$ cat config.mk
export PLATFORM = sky130hd
export DESIGN_NAME = rst_cause_status
export DESIGN_NICKNAME = d
export VERILOG_FILES = /design/src/rtl/rcs_pkg.sv /design/src/rtl/rcs_event_arb.sv /design/src/rtl/rcs_flag_reg.sv /design/src/rtl/rcs_strobe_gen.sv /design/src/rtl/rst_cause_status.sv
export SDC_FILE = /design/constraint.sdc
export NUM_CORES = 1
export LEC_CHECK = 0
export ABC_CLOCK_PERIOD_IN_PS = 1700
export BUFFER_PORTS_ARGS = -buffer_cell sky130_fd_sc_hd__buf_2
export CORE_AREA = 2 2 39 41
export CTS_BUF_LIST = sky130_fd_sc_hd__clkbuf_16
export CTS_CLUSTER_DIAMETER = 30
export DETAILED_ROUTE_END_ITERATION = 7
export DIE_AREA = 0 0 41 43
export GPL_TIMING_DRIVEN = 0
export SYNTH_ARGS = -nofsm -noshare
export SYNTH_HDL_FRONTEND = slang
export SYNTH_HIERARCHICAL = 1
export SYNTH_SLANG_ARGS = --single-unit
$ cat constraint.sdc
create_clock -name clk -period 1.7 [get_ports clk]
set_input_delay 0.085 -clock clk [delete_from_list [all_inputs] [get_ports clk]]
set_output_delay 0.085 -clock clk [all_outputs]
set_load 0.03 [all_outputs]
$ cat src/rtl/rcs_pkg.sv
package rcs_pkg;

  typedef enum logic [2:0] {
    EV_NONE,
    EV_CLEAR,
    EV_HALT,
    EV_WDT_RUN,
    EV_WDT_HALT,
    EV_EXT_RUN,
    EV_EXT_HALT
  } rcs_event_e;

  typedef struct packed {
    logic to;
    logic pd;
  } rcs_flags_t;

  // Priority: external reset, watchdog, halt entry, flag clear
  function automatic rcs_event_e rcs_pick(input logic wdt, input logic ext,
                                          input logic hlt, input logic hent,
                                          input logic clr);
    rcs_event_e ev;
    ev = EV_NONE;
    if (ext)       ev = hlt ? EV_EXT_HALT : EV_EXT_RUN;
    else if (wdt)  ev = hlt ? EV_WDT_HALT : EV_WDT_RUN;
    else if (hent) ev = EV_HALT;
    else if (clr)  ev = EV_CLEAR;
    return ev;
  endfunction

  function automatic rcs_flags_t rcs_next(input rcs_event_e ev,
                                          input rcs_flags_t cur);
    rcs_flags_t nx;
    nx = cur;
    case (ev)
      EV_CLEAR:    nx = '{to: 1'b0, pd: 1'b0};
      EV_HALT:     nx = '{to: 1'b0, pd: 1'b1};
      EV_WDT_RUN:  nx.to = 1'b1;
      EV_WDT_HALT: nx = '{to: 1'b1, pd: 1'b1};
      EV_EXT_HALT: nx = '{to: 1'b0, pd: 1'b1};
      default:     nx = cur;
    endcase
    return nx;
  endfunction

  function automatic logic rcs_is_reset(input rcs_event_e ev);
    return (ev == EV_WDT_RUN) || (ev == EV_WDT_HALT) ||
           (ev == EV_EXT_RUN) || (ev == EV_EXT_HALT);
  endfunction

  function automatic logic rcs_is_warm(input rcs_event_e ev);
    return ev == EV_WDT_HALT;
  endfunction

endpackage

$ cat src/rtl/rcs_event_arb.sv
module rcs_event_arb
  import rcs_pkg::*;
(
  input  logic       wdt_expire,
  input  logic       ext_rst,
  input  logic       halted,
  input  logic       halt_enter,
  input  logic       flag_clear,
  output rcs_event_e ev,
  output logic       ev_reset,
  output logic       ev_warm
);

  always_comb begin
    ev       = rcs_pick(wdt_expire, ext_rst, halted, halt_enter, flag_clear);
    ev_reset = rcs_is_reset(ev);
    ev_warm  = rcs_is_warm(ev);
  end

  // a coincident external reset always yields an external-reset class
  always_comb begin
    if (ext_rst) begin
      p_ext_wins_r7: assert (ev == EV_EXT_RUN || ev == EV_EXT_HALT);
    end
  end

endmodule

$ cat src/rtl/rcs_flag_reg.sv
module rcs_flag_reg
  import rcs_pkg::*;
(
  input  logic       clk,
  input  logic       por,
  input  rcs_event_e ev,
  output rcs_flags_t flags_q
);

  rcs_flags_t flags_d;

  always_comb flags_d = rcs_next(ev, flags_q);

  always_ff @(posedge clk or posedge por) begin
    if (por) flags_q <= '{to: 1'b0, pd: 1'b0};
    else     flags_q <= flags_d;
  end

  // after a clear event both flags are low
  p_clear_zero_r8: assert property (@(posedge clk) disable iff (por)
    (ev == EV_CLEAR) |=> (flags_q.to == 1'b0 && flags_q.pd == 1'b0));

endmodule

$ cat src/rtl/rcs_strobe_gen.sv
module rcs_strobe_gen (
  input  logic clk,
  input  logic por,
  input  logic ev_reset,
  input  logic ev_warm,
  output logic pc_reset,
  output logic cold_reset,
  output logic warm_reset
);

  always_ff @(posedge clk or posedge por) begin
    if (por) begin
      pc_reset   <= 1'b1;
      cold_reset <= 1'b1;
      warm_reset <= 1'b0;
    end else begin
      pc_reset   <= ev_reset;
      cold_reset <= ev_reset & ~ev_warm;
      warm_reset <= ev_warm;
    end
  end

  // the two reset classes exclude each other
  p_class_excl_r10: assert property (@(posedge clk) disable iff (por)
    !(warm_reset && cold_reset));

  // every class pulse comes with a program counter pulse
  p_pc_with_class_r6: assert property (@(posedge clk) disable iff (por)
    (warm_reset || cold_reset) |-> pc_reset);

endmodule

$ cat src/rtl/rst_cause_status.sv
module rst_cause_status
  import rcs_pkg::*;
#(
  parameter int STATUS_W = 8,
  parameter int TO_BIT   = 5,
  parameter int PD_BIT   = 4
) (
  input  logic                clk,
  input  logic                por,
  input  logic                wdt_expire,
  input  logic                ext_rst,
  input  logic                halted,
  input  logic                halt_enter,
  input  logic                flag_clear,
  output logic                flag_to,
  output logic                flag_pd,
  output logic [STATUS_W-1:0] status_o,
  output logic                pc_reset,
  output logic                cold_reset,
  output logic                warm_reset
);

  localparam int LAST_BIT = STATUS_W - 1;

  rcs_event_e ev;
  logic       ev_reset;
  logic       ev_warm;
  rcs_flags_t flags_q;

  rcs_event_arb u_arb (
    .wdt_expire (wdt_expire),
    .ext_rst    (ext_rst),
    .halted     (halted),
    .halt_enter (halt_enter),
    .flag_clear (flag_clear),
    .ev         (ev),
    .ev_reset   (ev_reset),
    .ev_warm    (ev_warm)
  );

  rcs_flag_reg u_flags (
    .clk     (clk),
    .por     (por),
    .ev      (ev),
    .flags_q (flags_q)
  );

  rcs_strobe_gen u_strobe (
    .clk        (clk),
    .por        (por),
    .ev_reset   (ev_reset),
    .ev_warm    (ev_warm),
    .pc_reset   (pc_reset),
    .cold_reset (cold_reset),
    .warm_reset (warm_reset)
  );

  assign flag_to = flags_q.to;
  assign flag_pd = flags_q.pd;

  for (genvar b = 0; b <= LAST_BIT; b++) begin : g_status
    if (b == TO_BIT) begin : g_to
      assign status_o[b] = flags_q.to;
    end else if (b == PD_BIT) begin : g_pd
      assign status_o[b] = flags_q.pd;
    end else begin : g_zero
      assign status_o[b] = 1'b0;
    end
  end

  // watchdog expiry in normal run sets time-out, keeps power-down
  p_wdt_run_r2: assert property (@(posedge clk) disable iff (por)
    (wdt_expire && !ext_rst && !halted) |=> (flag_to && $stable(flag_pd) && cold_reset));

  // external reset in normal run keeps both flags
  p_ext_run_r3: assert property (@(posedge clk) disable iff (por)
    (ext_rst && !halted) |=> ($stable(flag_to) && $stable(flag_pd)));

  // external reset while halted
  p_ext_halt_r4: assert property (@(posedge clk) disable iff (por)
    (ext_rst && halted) |=> (!flag_to && flag_pd && cold_reset));

  // watchdog while halted is a warm reset
  p_wdt_halt_r5: assert property (@(posedge clk) disable iff (por)
    (wdt_expire && halted && !ext_rst) |=> (flag_to && flag_pd && warm_reset && !cold_reset));

  // any reset event gives a program counter pulse
  p_pc_pulse_r6: assert property (@(posedge clk) disable iff (por)
    (wdt_expire || ext_rst) |=> pc_reset);

  // halt entry without a reset event
  p_halt_enter_r8: assert property (@(posedge clk) disable iff (por)
    (halt_enter && !wdt_expire && !ext_rst) |=> (!flag_to && flag_pd));

  // a warm pulse lasts one cycle unless re-triggered
  p_warm_single_r10: assert property (@(posedge clk) disable iff (por)
    (warm_reset && !(wdt_expire && halted && !ext_rst)) |=> !warm_reset);

  // status bits track the flags
  p_status_map_r9: assert property (@(posedge clk) disable iff (por)
    (status_o[TO_BIT] == flag_to) && (status_o[PD_BIT] == flag_pd));

endmodule

[Yosys cells after proc, flatten, opt, wreduce, memory -nomap -nowiden]
Index checks and enable logic that the tools add are counted.
Word-level totals
  bits in registers: 5
  bits in latches: 0
  bits in writable memories: 0
  memory bits (read-only): 0
  input bits: 7
  output and inout port bits: 13
  word-level logic and storage cells: 29
  memories: 0
Cells by class
  add/sub/neg operators: 0
  multiply operators: 0
  divide/modulo/power cells: 0
  order comparisons: 0
  eq/ne operators: 6
  shifts and indexed selects: 0
  multiplexer cells: 8
  bitwise logic cells: 2
  reductions and logical operators: 8
Operator list (count)
  $mux W3: 4
  $eq A3 B3 Y1 const B: 3
  $eq A3 B2 Y1 const B: 2
  $reduce_or A3 Y1: 2
  $pmux W1 S2: 2
  $reduce_bool A2 Y1: 2
  $eq A3 B1 Y1 const B: 1
  $logic_or A1 B1 Y1: 3
  $mux W2: 1
  $reduce_or A2 Y1: 1
  $and A1 B1 Y1: 1
  $mux W1: 1
  $not A1 Y1: 1

[Depth between registers and ports, before layout]
Gate-level depths: netlist (run 1).
  word-level depth: 9
  depth in mapped cells: 5
  mapped depth without buffers: 5

[By module]
The synthesis (run 1) kept the hierarchy.
By module, submodules not included
  rcs_flag_reg: times used 1, cells each 12, area each 103.8 um^2, sequential area each 50.0 um^2
  rcs_strobe_gen: times used 1, cells each 5, area each 95.1 um^2, sequential area each 77.6 um^2
  rst_cause_status: times used 1, cells each 9, area each 63.8 um^2, sequential area each 0.0 um^2
  rcs_event_arb: times used 1, cells each 9, area each 53.8 um^2, sequential area each 0.0 um^2

[Worst setup path before layout (run 1)]
OpenSTA, ideal clock, no wires.
  kind: input-to-reg
  from: input ext_rst
  to: register, netlist name u_flags/flags_q[1]
  setup time: 127 ps
  arrival: 1027 ps
  data required time: 1573 ps
  slack: 547 ps
  stages on the path: 4
  path buffers: 0
  cell sequence: or4b_1 > o21ai_0 > maj3_2 > o21ai_1
Between the ends
  cells in the longest elaborated chain, start to end: 4
  elaborated cells on any way between the ends: 10
  those cells by class: 5 x eq/ne; 2 x mux; 3 x reduce/logical
RTL lines
  start: declaration: line rst_cause_status.sv:11  | input logic ext_rst,
  $mux W3 *: line rcs_pkg.sv:24  | if (ext) ev = hlt ? EV_EXT_HALT : EV_EXT_RUN;
  net ev[0]: line rst_cause_status.sv:25  | rcs_event_e ev;
  $eq A3 B3 Y1, or another cell as far along: line rcs_pkg.sv:35  | case (ev)
  $reduce_or A3 Y1 (no source line) or $reduce_or A2 Y1 (tied branches)
  $pmux W1 S2 or $reduce_bool A2 Y1 (tied branches)
The timed path passes the listed nets; every way through them passes the cells marked *.
A chain may end at the register's enable or synchronous reset.

[Final worst setup path (run 1)]
  from: input ext_rst
  to: register, netlist name u_flags/flags_q[1]
Between the ends
  cells in the longest elaborated chain, start to end: 4
  elaborated cells on any way between the ends: 10
  those cells by class: 5 x eq/ne; 2 x mux; 3 x reduce/logical
RTL lines (line)
  $mux W3 *: rcs_pkg.sv:24
  net ev[0]: rst_cause_status.sv:25
  $eq A3 B3 Y1, or another cell as far along: rcs_pkg.sv:35
  $reduce_or A3 Y1 (no source line) or $reduce_or A2 Y1 (tied branches)
  $pmux W1 S2 or $reduce_bool A2 Y1 (tied branches)
Marked as above.

==> flow_metrics.tcl, run 1 <==
set metrics [dict create \
    critical_path_arrival_ns 1.25 \
    gp_congestion 0.603 \
    finalSetupViolCount 0 \
    p_leak_uw 0.000278 \
    area_delta_synth_final_pct 60.9 \
    dp_hpwl_um 421 \
    synthFlopType "dfrtp_1" \
    ir_drop_mv 0.306 \
    insertion_delay_ns 0.23 \
    fin_skew_ns 0 \
    cts_max_level 1 \
    core-area_um2 1380 \
    path_max_fanout 6 \
    async_reset_ff_frac 1.00 \
    cts_buffer_depth 2 \
    path_clk_slew_ns 0.03 \
    placementRows 14 \
    postRouteAntennaNets 0 \
    hold_viol 0 \
    drive_gt1_frac 0.483 \
    yosysSeqAreaShare 0.403 \
    syn_area_um2 317 \
    cts-root-buf "clkbuf_16" \
    dieArea_um2 1760 \
    grt_pass1_vias 193 \
    fill_cells 150 \
    slew_viol_final 0 \
    ys_seq_elements 5 \
    min_period_ns 1.14 \
    ys_warn_count 6 \
    drt_first_pass_iters 4 \
    wl_um 530 \
    drv_cap 0 \
    n_antenna_cell 0 \
    portBuffers 13 \
    wl_met1_um 225 \
    finalSetupTns_ns 0 \
    rsz0062_at_grt "false" \
    ys_types 17 \
    io_pins 20 \
    via_count 269 \
    multi_input_area_um2 129 \
    hp-class "in -> reg" \
    wire_per_inst_um 7.16 \
    critPathSlowestCell "or4b_1" \
    cts_sinks 5 \
    dieWidth_um 41 \
    grt_pass1_wl_um 752 \
    top_layer "met4" \
    grt.total_usage 0.0735 \
    outcome "finished clean" \
    total_power_uw 650 \
    cp-end-kind "flop" \
    synth_largest_area_cell "dfrtp_1" \
    start_util 0.229 \
    crit_required_ns 1.80 \
    p_per_area_nw_per_um2 1280 \
    drc 0 \
    gr-total-overflow 0 \
    cp_slowest_stage_delay_ns 0.50 \
    die_height_um 43 \
    synth_commonest_cells "buf_4 (8), inv_1 (5), nor2_1 (4)" \
    synthCells 35 \
    timing.critical_path.from_type "primary input" \
    fin_nets 66 \
    antenna_found_initial 0 \
    synth_top_area_frac 0.237 \
    crit_chain "buf_2 -> or4b_1 -> o21ai_0 -> maj3_2 -> o21ai_1" \
    synth_most_common_cell "buf_4" \
    worstSetupPathType "in -> reg" \
    via_per_inst 3.64 \
    period_share 0.673 \
    grt_max_degree 7 \
    cts_resized 0 \
    cts_setup_buffers 0 \
    numCtsBuffers 3 \
    max_freq_mhz 875 \
    route.met2.wl_um 222 \
    synth-edff-count 0 \
    tritoncts "yes" \
    regArea_um2 128 \
    drt_iter0_drc 2 \
    synth_area_leaders "dfrtp_1 (24%), buf_4 (19%), dfstp_2 (17%), inv_1 (5.9%), nor2_1 (4.7%)" \
    avgSynthCellArea_um2 9.04 \
    dr_wl_met3_um 72 \
]
## per-stage QoR
stage               instance area, um2  hold WS (ns)  cells  setup slack [ns]   util
global placement                   420       -0.0517     69             0.342  0.304
global route                       509         0.145     74             0.452  0.368
finish                             509         0.122     74             0.557  0.368
detailed placement                 420       -0.0511     69             0.334  0.304
CTS                                509         0.122     74             0.559  0.368
floorplan                          335        -0.174     40             0.547      -
## cells in the final DEF (no fill, tap or decap)
cell / netlist / routed
o211ai_1: 1 / 1
o21ai_1: 1 / 1
a221o_1: 1 / 1
or4b_1: 1 / 1
buf_2: 0 / 13
conb_1: 1 / 6
nand2b_1: 1 / 1
nor2_1: 4 / 4
buf_4: 8 / 8
nor3b_1: 1 / 1
dlygate4sd3_1: 0 / 1
nand2_1: 2 / 2
nor2b_4: 1 / 1
o21a_1: 1 / 1
dfrtp_1: 3 / 3
dfstp_2: 2 / 2
maj3_2: 1 / 1
o21ai_0: 1 / 1
clkbuf_16: 0 / 3
inv_1: 5 / 6
## worst max-delay path: cells and delay by family
family | cells | cell delay (ns)
AOI/OAI and AO/OA | 2 | 0.25
adders and majority gates | 1 | 0.28
buffers and inverters | 1 | 0.13
and+or+nand+nor | 1 | 0.50
## report_power, final
| part | internal [uW] | total, uW | leakage, uW | switching [uW] |
|---|---|---|---|---|
| combinational | 50.9 | 135 | 0.000180 | 84.1 |
| clock | 304 | 376 | 0.0000423 | 72.0 |
| sequential | 133 | 139 | 0.0000565 | 6.87 |
| total | 488 | 650 | 0.000278 | 163 |
## path summary, 6_finish.rpt
path | to | slack, ns | cells after the start | start
min in group asynchronous | u_flags/flags_q[1] | 0.26 | 3 | por
min | u_strobe/pc_reset | 0.12 | 3 | wdt_expire
max reg2reg | u_flags/flags_q[1] | 0.77 | 3 | u_flags/flags_q[1]
min reg2reg | u_flags/flags_q[0] | 0.51 | 1 | u_flags/flags_q[0]
max | u_flags/flags_q[1] | 0.56 | 5 | ext_rst
max in group asynchronous | u_strobe/cold_reset | 1.21 | 3 | por
## flip-flops by register name, indices dropped and copies added, names as in the netlist
signal               count
u_flags/flags_q          2
u_strobe/cold_reset      1
u_strobe/pc_reset        1
u_strobe/warm_reset      1
## kinds of logic (layout without fill, tap and decap cells)
kind of cell	after synthesis	in the layout	share of synthesized area
buf+inv	13	31	0.249
fa+ha+maj	1	1	0.0356
compound gates	5	5	0.111
simple gates	10	10	0.190
flops	5	5	0.403
other cells	1	6	0.0118
## routing by layer
layer | vias to the layer above | global-route usage
li1 | 142 | -
met4 | 0 | 0.120
met5 | - | 0
met1 | 106 | 0.0812
met2 | 19 | 0.0750
met3 | 2 | 0.0314
## what timing repair did
item | in CTS | in global routing
endpoints found under the setup margin | 0 | 0
endpoints found under the hold margin | 5 | 0
hold buffers | 1 | 0
## layout make-up
class | instances | share of cell area
Multi-Input combinational cell | 22 | 0.253
Sequential cell | 5 | 0.251
Clock buffer | 3 | 0.147
Timing Repair Buffer | 14 | 0.147
Buffer | 8 | 0.118
Tap cell | 16 | 0.0393
Inverter | 5 | 0.0369
Clock inverter | 1 | 0.00737
Power figures use the tool's default switching activity.
==> run 2, diff against run 1 <==
--- a/config.mk
+++ b/config.mk
@@ -5,7 +5,7 @@
 export SDC_FILE = /design/constraint.sdc
 export NUM_CORES = 1
 export LEC_CHECK = 0
-export ABC_CLOCK_PERIOD_IN_PS = 1700
+export ABC_CLOCK_PERIOD_IN_PS = 1090
 export BUFFER_PORTS_ARGS = -buffer_cell sky130_fd_sc_hd__buf_2
 export CORE_AREA = 2 2 39 41
 export CTS_BUF_LIST = sky130_fd_sc_hd__clkbuf_16
==> constraint.sdc (replaced) <==
create_clock -name clk -period 1.09 [get_ports clk]
set_input_delay 0.0545 -clock clk [delete_from_list [all_inputs] [get_ports clk]]
set_output_delay 0.0545 -clock clk [all_outputs]
set_load 0.03 [all_outputs]
==> flow_metrics.tcl, run 2 (same netlist as run 1, synthesis figures left out) <==
set metrics [dict create \
    gr-total-overflow 0 \
    cts_buffer_depth 2 \
    final_util 0.371 \
    critPathSlowestCell "dfrtp_1" \
    path_clk_slew_ns 0.03 \
    whs_ns 0.0941 \
    instances_no_fill 74 \
    gp_congestion 0.612 \
    worstSetupPathType "reg -> out" \
    antenna_found_initial 0 \
    drc 0 \
    outcome "finished clean" \
    drv_cap 0 \
    setup_slack_ns 0.101 \
    p_leak_uw 0.000280 \
    placed_area_um2 424 \
    crit_required_ns 1.04 \
    io_pins 20 \
    core-area_um2 1380 \
    cts_sinks 5 \
    largest-register "u_flags/flags_q" \
    tritoncts "yes" \
    ir_drop_mv 0.539 \
    die_height_um 43 \
    wl_um 574 \
    grt_pass1_vias 205 \
    drt_first_pass_iters 4 \
    grt_pass1_wl_um 759 \
    path_max_fanout 4 \
    start_util 0.229 \
    grt_max_degree 7 \
    crit_chain "buf_4 -> buf_2" \
    hp-class "in -> reg" \
    via_count 274 \
    insertion_delay_ns 0.22 \
    portBuffers 13 \
    dieWidth_um 41 \
    largest_reg_flops 2 \
    grt.total_usage 0.0754 \
    finalSetupViolCount 0 \
    max_freq_mhz 1010 \
    final_common_cell "buf_2" \
    p_per_area_nw_per_um2 1980 \
    cp-end-kind "primary output" \
    numCtsBuffers 3 \
    via_per_inst 3.70 \
    wire_per_inst_um 7.76 \
    fin_skew_ns 0 \
    period_share 0.908 \
    area_delta_synth_final_pct 62.1 \
    n_antenna_cell 0 \
    place_ws_ns -0.131 \
    cts_max_level 1 \
    critical_path_arrival_ns 0.93 \
    drt_iter0_drc 6 \
    final_cell_mix "buf_2 (13), buf_4 (8), conb_1 (6), inv_1 (6), nor2_1 (4)" \
    rsz0062_at_grt "false" \
    timing.critical_path.from_type "flop" \
    min_period_ns 0.989 \
    postRouteAntennaNets 0 \
    cp_slowest_stage_delay_ns 0.40 \
    placementRows 14 \
    dieArea_um2 1760 \
    slew_viol_final 0 \
    fin_nets 66 \
    fin_area_um2 513 \
    dp_cells 69 \
    cts-root-buf "clkbuf_16" \
    drive_gt1_frac 0.500 \
    hold_viol 0 \
]
-- run 2: worst paths after layout --
check	startpoint	end	slack [ns]	depth (start not counted)
max in group asynchronous	por	u_strobe/cold_reset	0.63	3
min in group asynchronous	por	u_flags/flags_q[1]	0.25	3
setup reg to reg	u_flags/flags_q[1]	u_flags/flags_q[1]	0.15	3
hold / removal	ext_rst	u_strobe/warm_reset	0.09	2
setup / recovery	u_flags/flags_q[1]	status_o[5]	0.10	2
hold reg to reg	u_flags/flags_q[0]	u_flags/flags_q[0]	0.51	1
-- run 2: area by class of cell --
class                      count  area, um2
clock buffer                   3       75.1
fill                         149        871
buffer                         8       60.1
timing repair buffer          14       75.1
multi-input combinational     22        133
inverter                       5       18.8
clock inverter                 1       3.75
sequential                     5        128
tap                           16       20.0
-- run 2: critical path, delay by kind of cell (launching register included) --
kind     cells  cell delay [ns]
buf+inv      2             0.30
flops        1             0.40
-- run 2: what timing repair did --
| item | in CTS | in global routing |
|---|---|---|
| endpoints found under the hold margin | 5 | 0 |
| hold buffers | 1 | 0 |
| buffers inserted | 0 | 0 |
| gates resized for setup | 0 | 0 |
-- run 2: metal layers --
metal,track usage,wire (um),up-vias
li1,-,-,142
met1,0.0806,214,110
met2,0.0813,249,18
met3,0,61,4
met4,0.160,48,0
met5,0,0,-
-- run 2: metrics by stage --
step / TNS [ns] / total power, uW
final: 0 / 1020
after CTS: 0 / 1030
after global routing: 0 / 1060
after floorplan: 0 / 381
after global placement: -0.221 / 427
after detailed placement: -0.224 / 432
-- run 2: power breakdown --
group | internal, uW | leakage, uW | switching [uW]
Sequential | 207 | 0.0000565 | 11.6
Clock | 474 | 0.0000423 | 112
Combinational | 80.5 | 0.000181 | 132
Total | 761 | 0.000280 | 255
